### src/rtl/shift_pkg.sv
package shift_pkg;
  typedef enum logic [1:0] {
    SH_L16 = 2'b00,
    SH_R16 = 2'b01,
    SH_L32 = 2'b10,
    SH_R32 = 2'b11
  } shift_op_e;
endpackage

### src/rtl/shamt_resolve.sv
// Turns the signed count plus the opcode direction into an effective
// direction and an unsigned magnitude.
module shamt_resolve #(
  parameter int AMT_W = 16
) (
  input  logic             op_right,
  input  logic [AMT_W-1:0] amount,
  output logic             go_left,
  output logic [AMT_W-1:0] mag
);
  logic neg;

  always_comb begin
    neg     = amount[AMT_W-1];
    // 0x8000 negates to itself, read unsigned as 32768.
    mag     = neg ? (~amount + 1'b1) : amount;
    go_left = ~(op_right ^ neg);
  end
endmodule

### src/rtl/sat_left_shift.sv
// Left shift with clamping to the signed range of W bits.
module sat_left_shift #(
  parameter int W     = 16,
  parameter int AMT_W = 16
) (
  input  logic [W-1:0]     x,
  input  logic [AMT_W-1:0] mag,
  output logic [W-1:0]     y,
  output logic             ovf
);
  localparam int SH_W = $clog2(W);
  localparam logic [W-1:0] MAX_V = {1'b0, {(W-1){1'b1}}};
  localparam logic [W-1:0] MIN_V = {1'b1, {(W-1){1'b0}}};

  logic [2*W-1:0] ext;
  logic [2*W-1:0] prod;
  logic [W:0]     hi;
  logic           too_big;
  logic           fits;
  logic           nz;

  always_comb begin
    ext     = {{W{x[W-1]}}, x};
    too_big = (mag >= AMT_W'(W));
    prod    = ext << mag[SH_W-1:0];
    hi      = prod[2*W-1:W-1];
    fits    = (&hi) | ~(|hi);
    nz      = |x;
    ovf     = nz & (too_big | ~fits);
    if (ovf)
      y = x[W-1] ? MIN_V : MAX_V;
    else if (too_big)
      y = '0;
    else
      y = prod[W-1:0];
  end
endmodule

### src/rtl/arith_right_shift.sv
// Arithmetic right shift; counts past W-1 collapse to the sign fill.
module arith_right_shift #(
  parameter int W     = 16,
  parameter int AMT_W = 16
) (
  input  logic [W-1:0]     x,
  input  logic [AMT_W-1:0] mag,
  output logic [W-1:0]     y
);
  localparam int SH_W = $clog2(W);
  localparam logic [SH_W-1:0] CAP = SH_W'(W - 1);

  logic [SH_W-1:0] cnt;

  always_comb begin
    cnt = (mag >= AMT_W'(W - 1)) ? CAP : mag[SH_W-1:0];
    y   = W'($signed(x) >>> cnt);
  end
endmodule

### src/rtl/sat_shift_unit.sv
module sat_shift_unit #(
  parameter int HALF_W = 16,
  parameter int FULL_W = 2 * HALF_W,
  parameter int AMT_W  = 16
) (
  input  logic              clk,
  input  logic              rst,
  input  logic              in_valid,
  input  logic [1:0]        op,
  input  logic [FULL_W-1:0] operand,
  input  logic [AMT_W-1:0]  amount,
  output logic              out_valid,
  output logic [FULL_W-1:0] result,
  output logic              ovf_set
);
  import shift_pkg::*;

  localparam int NWID = 2;

  logic              go_left;
  logic [AMT_W-1:0]  mag;
  logic [FULL_W-1:0] lres [NWID];
  logic [FULL_W-1:0] rres [NWID];
  logic [NWID-1:0]   lovf;
  logic              sel;
  logic [FULL_W-1:0] nxt_res;
  logic              nxt_ovf;

  shamt_resolve #(.AMT_W(AMT_W)) u_amt (
    .op_right (op[0]),
    .amount   (amount),
    .go_left  (go_left),
    .mag      (mag)
  );

  // One left and one right shifter per operand width.
  for (genvar g = 0; g < NWID; g++) begin : g_width
    localparam int W = (g == 0) ? HALF_W : FULL_W;
    logic [W-1:0] ly;
    logic [W-1:0] ry;

    sat_left_shift #(.W(W), .AMT_W(AMT_W)) u_l (
      .x   (operand[W-1:0]),
      .mag (mag),
      .y   (ly),
      .ovf (lovf[g])
    );

    arith_right_shift #(.W(W), .AMT_W(AMT_W)) u_r (
      .x   (operand[W-1:0]),
      .mag (mag),
      .y   (ry)
    );

    assign lres[g] = FULL_W'($signed(ly));
    assign rres[g] = FULL_W'($signed(ry));
  end

  always_comb begin
    sel     = op[1];
    nxt_res = go_left ? lres[sel] : rres[sel];
    nxt_ovf = go_left & lovf[sel];
  end

  always_ff @(posedge clk) begin
    if (rst) begin
      out_valid <= 1'b0;
      result    <= '0;
      ovf_set   <= 1'b0;
    end else begin
      out_valid <= in_valid;
      ovf_set   <= in_valid & nxt_ovf;
      if (in_valid)
        result <= nxt_res;
    end
  end

  // Checks on the registered outputs.
  localparam logic [FULL_W-1:0] S16_MAX = FULL_W'({1'b0, {(HALF_W-1){1'b1}}});
  localparam logic [FULL_W-1:0] S16_MIN = ~S16_MAX;
  localparam logic [FULL_W-1:0] S32_MAX = {1'b0, {(FULL_W-1){1'b1}}};
  localparam logic [FULL_W-1:0] S32_MIN = ~S32_MAX;

  p_latency_r2: assert property (@(posedge clk) disable iff (rst)
    in_valid |=> out_valid);

  p_idle_r2: assert property (@(posedge clk) disable iff (rst)
    !in_valid |=> !out_valid);

  p_ovf_valid_r8: assert property (@(posedge clk) disable iff (rst)
    ovf_set |-> out_valid);

  p_sat_value_r4: assert property (@(posedge clk) disable iff (rst)
    ovf_set |-> (result == S16_MAX || result == S16_MIN ||
                 result == S32_MAX || result == S32_MIN));

  p_zero_no_ovf_r5: assert property (@(posedge clk) disable iff (rst)
    (in_valid && (op[1] ? (operand == '0) : (operand[HALF_W-1:0] == '0)))
      |=> (!ovf_set && result == '0));

  p_right_no_ovf_r6: assert property (@(posedge clk) disable iff (rst)
    (in_valid && (op[0] ^ amount[AMT_W-1])) |=> !ovf_set);
endmodule

### config.mk
export PLATFORM = sky130hd
export DESIGN_NAME = sat_shift_unit
export DESIGN_NICKNAME = d
export VERILOG_FILES = /design/src/rtl/shift_pkg.sv /design/src/rtl/shamt_resolve.sv /design/src/rtl/sat_left_shift.sv /design/src/rtl/arith_right_shift.sv /design/src/rtl/sat_shift_unit.sv
export SDC_FILE = /design/constraint.sdc
export NUM_CORES = 1
export LEC_CHECK = 0
export CORE_MARGIN = 2
export CORE_UTILIZATION = 35
export CTS_BUF_LIST = sky130_fd_sc_hd__clkbuf_8 sky130_fd_sc_hd__clkbuf_16
export CTS_CLUSTER_SIZE = 8
export DETAILED_ROUTE_END_ITERATION = 8
export DONT_BUFFER_PORTS = 1
export MAX_ROUTING_LAYER = met4
export PLACE_DENSITY = 0.59
export SLEW_MARGIN = 10
export SYNTH_ARGS = -nofsm -noshare
export SYNTH_HDL_FRONTEND = slang
export SYNTH_SLANG_ARGS = --single-unit
### constraint.sdc
create_clock -name clk -period 7.24 [get_ports clk]
set_clock_uncertainty 0.05 [all_clocks]
set_input_delay 1.086 -clock clk [delete_from_list [all_inputs] [get_ports clk]]
set_output_delay 1.086 -clock clk [all_outputs]
set_load 0.02 [all_outputs]
Yosys cells after proc, flatten, opt, wreduce, memory -nomap -nowiden:

Index checks and enable logic that the tools add are counted.

* bits in read-only memories: 0
* logic and storage cells: 54
* register bits: 34
* memories: 0
* RAM bits: 0
* latch bits: 0
* output and inout port bits: 34

* $lt $le $gt $ge: 6
* equality and inequality tests: 0
* add/subtract/negate cells: 1
* multiply operators: 0
* bitwise gates (word level): 16
* divide/modulo/power cells: 0
* mux-type cells: 18
* reduce and logical (&&, ||, !) cells: 6
* shifts and indexed selects: 4

Operator list (number)
* $mux 32: 10
* $mux 16: 4
* $shl 64x5->64: 1
* $reduce_and 33->1: 1
* $reduce_or 33->1: 1
* $ge 16x5->1 const B: 2
* $reduce_or 32->1: 1
* $shl 32x4->32: 1
* $sshr 32x5->32: 1
* $reduce_and 17->1: 1
* $reduce_or 17->1: 1
* $add 16x1->16 const B: 1
* $ge 16x4->1 const B: 1
* $ge 16x6->1 const B: 1
* $not 16->16: 1
* $reduce_or 16->1: 1
* $sshr 16x4->16: 1
* $mux 5: 1
* $not 1->1: 5
* $and 1x1->1: 4
* $mux 4: 1
* $or 1x1->1: 4
* $ge 2x2->1 const B: 1
* $lt 1x2->1 const B: 1
* other kinds (3): 4

Depth between registers and ports, before layout:

* depth in word-level cells: 15
* gate-level depth with buffers: 26
* mapped depth without buffers: 13

Modules after synthesis:

Synthesis repeated with hierarchy kept, for this count alone.

* cells, all modules: 1332
* area, all modules: 10493.8 um^2

Modules (own cells, without submodules)
* sat_left_shift at g_width[1].u_l: cells an instance 418, sequential area each 0.0 um^2, instances 1, area each 3354.5 um^2
* arith_right_shift at g_width[1].u_r: cells an instance 375, sequential area each 0.0 um^2, instances 1, area each 2459.9 um^2
* sat_shift_unit: cells an instance 150, sequential area each 680.7 um^2, instances 1, area each 1811.7 um^2
* sat_left_shift at g_width[0].u_l: cells an instance 194, sequential area each 0.0 um^2, instances 1, area each 1497.7 um^2
* arith_right_shift at g_width[0].u_r: cells an instance 145, sequential area each 0.0 um^2, instances 1, area each 980.9 um^2
* shamt_resolve: cells an instance 50, sequential area each 0.0 um^2, instances 1, area each 389.1 um^2

Worst setup path after synthesis:

No wires, ideal clock.

* path kind: input to register
* start point: input port amount[0]
* end point: register result[3]
* required time: 7.087 ns
* path slack: 0.620 ns
* arrival time: 6.467 ns
* library setup time: 0.103 ns
* stages on the path: 21
* cell sequence: buf_2 -> buf_2 -> buf_1 -> clkbuf_1 -> inv_1 -> clkbuf_1 -> clkbuf_1 -> buf_1 -> ha_1 -> or4b_2 -> or4b_4 -> a21o_1 -> nand4b_4 -> or3_1 -> buf_6 -> nor3_2 -> nand4_1 -> o21ai_2 -> o21ai_2 -> or3_1 -> a2111oi_2

* cells in the longest elaborated chain, start to end: 15

RTL lines
* start, declared: line sat_shift_unit.sv:11 `input logic [AMT_W-1:0] amount,`
* $not 16->16: line shamt_resolve.sv:16 `mag = neg ? (~amount + 1'b1) : amount;`
* $add 16x1->16: line shamt_resolve.sv:16
* $mux 16 (*): line shamt_resolve.sv:16
* $shl 64x5->64 / $shl 32x4->32 (equally long branches): line sat_left_shift.sv:25 `prod = ext << mag[SH_W-1:0];`
* $reduce_or 33->1 / $reduce_or 17->1 (equally long branches): line sat_left_shift.sv:27 `fits = (&hi) | ~(|hi);`
* $not 1->1: line sat_left_shift.sv:27
* $or 1x1->1: line sat_left_shift.sv:27
* $not 1->1: line sat_left_shift.sv:29 `ovf = nz & (too_big | ~fits);`
* $or 1x1->1: line sat_left_shift.sv:29
* $and 1x1->1: line sat_left_shift.sv:29
* $mux 32 / $mux 16 (equally long branches): line sat_left_shift.sv:30 `if (ovf)`
* $mux 32 (not written as such) (3 in series): line sat_shift_unit.sv:61 `nxt_res = go_left ? lres[sel] : rres[sel];`
* $mux 32 (*): line sat_shift_unit.sv:61
* end signal, assigned: line sat_shift_unit.sv:74 `result <= nxt_res;`
* end, declared: line sat_shift_unit.sv:13 `output logic [FULL_W-1:0] result,`

Mark *: on every way between the ends. The rest lies on a longest branch, timed or not. The select of a mux whose other input is x is not followed.
A chain may end at the register's enable or synchronous reset.

Worst setup path in the final report:

* start point: input port amount[0]
* end point: register result[28]

Same word-level chain as after synthesis.

==> run_results.csv <==
group,metric,value,unit
grt,grt_usage,33.3,%
logic_synthesis,ys_warn_count,0,
grt,grt_pass1_wl,61100,um
worst_setup_path,criticalPathCategory,"in2reg",
timing,setup_tns,0,ns
grt,grt_max_degree,115,
worst_setup_path,cp_data_arrival_time,6.14,ns
floorplanning,ios,87,
worst_setup_path,start_kind,"input pin",
detailed_routing,num_vias,10300,
logic_synthesis,syn_inst,1203,
detailed_routing,avgRoutedWirePerCell,28.7,um
logic_synthesis,async_flop_share,0,%
pwr,leakage,0.00295,uW
timing,worst_slew_pin_slew,1.08,ns
worst_setup_path,cp_cell_sequence,"inv_1 -> buf_4 -> ha_1 -> mux2_4 -> mux2_2 -> mux2i_1 -> mux2i_1 -> mux2_2 -> or4b_1 -> nor3_1 -> a21o_1 -> o211ai_1 -> o211a_1 -> nor4_1",
worst_setup_path,critPathMaxFanout,114,
worst_setup_path,cp_data_required_time,7.36,ns
floorplanning,dieArea,24500,sq um
cells_and_area,finalNetCount,1158,
worst_setup_path,critPathTopFamily,"multiplexers",
timing,fmax,166,MHz
logic_synthesis,synth_edf_count,0,
pwr,max-vdd-ir-drop,0.0969,mV
logic_synthesis,synth.avg_cell_area,6.78,sq um
worst_setup_path,cp_slowest_cell,"mux2_4",
timing,rsz0062_at_grt,"no",
detailed_routing,detail-route-antenna-nets,0,
place,dp_hpwl,30000,um
clocking,cts_tree,"built",
outcome,status,"completed",
place,placed_area,8270,sq um
logic_synthesis,synth_ff_type,"dfxtp_1",
clocking,cts_buffers,5,
grt,grt_pass1_vias,9507,
logic_synthesis,synth_cell_type_count,87,
floorplanning,placement_rows,55,
timing,relSlewSlack,27.5,%
timing,period_minus_slack,6.02,ns
logic_synthesis,synth-seq-cells,34,
cells_and_area,area_growth,3.85,%
detailed_routing,drcViolationCount,0,
floorplanning,die_h,157,um
pwr,p_per_area,137,nW/um^2
clocking,clk_latency,0.28,ns
flow_run,maxCapViolCount,0,
grt,grt.met3_usage,5.65,%
clocking,cts.reportedPaths.clkPinSlew,0.06,ns
grt,grt.overflow.total,0,
cells_and_area,final_common_cell,"nor2_1",
timing,slew_violations,0,
timing,min_period_over_period,83.2,%
floorplanning,start_util,35.8,%
timing,hold_violations,0,
floorplanning,dieWidth,157,um
grt,gr-max-usage-layer,"met2",
cells_and_area,drive_gt1_share,9.78,%
floorplanning,core_area,22800,sq um
place,globalplace.congestion,1.07,
logic_synthesis,syn_area,8150,sq um
grt,met2_usage,51.1,%
clocking,clk_path_buf_depth,2,
grt,antenna_found_initial,1,
clocking,post_cts_buffers,0,
clocking,cts_htree_levels,2,
min_path,hold_class,"reg2reg",
grt,grt.met1_usage,42.0,%
clocking,cts_root_buf,"clkbuf_16",
detailed_routing,drt-total-wl,40700,um
detailed_routing,vias_per_cell,7.23,
detailed_routing,drt_iter0_drc,1613,
worst_setup_path,max_stage_delay,0.70,ns
place,portBuffers,0,
worst_setup_path,crit_buf_inv,2,
cells_and_area,final_area,8470,sq um
clocking,numClockSinks,34,
logic_synthesis,ys_seq_area_share,8.35,%
clocking,cts_resized,0,
detailed_routing,firstDrtPassIters,6,
worst_setup_path,cp-end-kind,"register",
clocking,hold_buffers,0,
timing,setup_viol,0,
logic_synthesis,synth_fp_nets,1258,
cells_and_area,final_cell_mix,"130 x nor2_1, 116 x mux2i_1, 112 x nand2_1",
## where the power goes
group	total [uW]	internal (uW)	switching, uW
Combinational	638	223	415
Clock	281	198	83.0
Sequential	238	204	33.8
Total	1160	624	532
## area by class of cell
cell class                 instances  area, sq um
antenna                            1         2.50
timing repair buffer              23          173
clock inverter                     3         68.8
clock buffer                       5          125
inverter                          14         52.6
sequential                        34          681
multi-input combinational       1025         6970
tap                              313          392
fill                            2465        14300
## state kept, by name, indices dropped and copies added (netlist names)
| signal | count |
|---|---|
| ovf_set | 1 |
| result | 32 |
| out_valid | 1 |
## final timing paths
kind / start / end / slack, ns / cells after the start
min reg2reg: result[8]$_SDFFE_PP0P_ / result[8]$_SDFFE_PP0P_ / 0.52 / 2
max reg2reg: result[1]$_SDFFE_PP0P_ / result[1]$_SDFFE_PP0P_ / 5.76 / 4
max: amount[0] / result[28]$_SDFFE_PP0P_ / 1.22 / 14
min: result[8]$_SDFFE_PP0P_ / result[8]$_SDFFE_PP0P_ / 0.52 / 2
## through the flow
step                util [%]  std cells  total power (uW)  setup slack (ns)  hold slack, ns
detailed placement      36.3       1409               853             0.993           0.523
finish                  37.2       1418              1160              1.22           0.524
global route            37.2       1418              1210             0.814           0.532
global placement        36.3       1409               860              1.29           0.503
floorplan                  -       1203               710             0.620           0.473
CTS                     37.2       1417              1140              1.27           0.531
## synth_stat cells, types with 31 or more instances
master	n	share of area, %
mux2i_1	117	14
a31oi_1	31	2.4
nor2_1	130	6.0
dfxtp_1	34	8.3
clkbuf_1	86	4.0
nand2_1	112	5.2
o21ai_0	70	4.3
nand3_1	33	2.0
nor3_1	36	2.2
a211oi_1	31	2.9
mux2_2	39	5.4
a21oi_1	88	5.4
## worst min-delay path: stages (launching register included)
cell	delay, ns
dfxtp_1	0.37
nand2_1	0.09
o21ai_1	0.06
## cell families (layout without fill, tap and decap cells)
| group | after synthesis | count (layout) | synth area share [%] |
|---|---|---|---|
| buf+inv | 144 | 45 | 7.18 |
| other cells | 0 | 1 | 0 |
| flops | 34 | 34 | 8.35 |
| xor+xnor | 7 | 7 | 0.844 |
| simple gates | 433 | 433 | 26.0 |
| compound gates | 422 | 422 | 36.2 |
| fa+ha+maj | 2 | 2 | 0.307 |
| mux | 161 | 161 | 21.1 |
## per-layer routing
metal / vias to the layer above / part of all wire [%]
met2: 765 / 44
met3: 189 / 11
met4: 0 / 7.1
met5: - / 0
met1: 4831 / 38
li1: 4473 / -
Power figures use the tool's default switching activity.
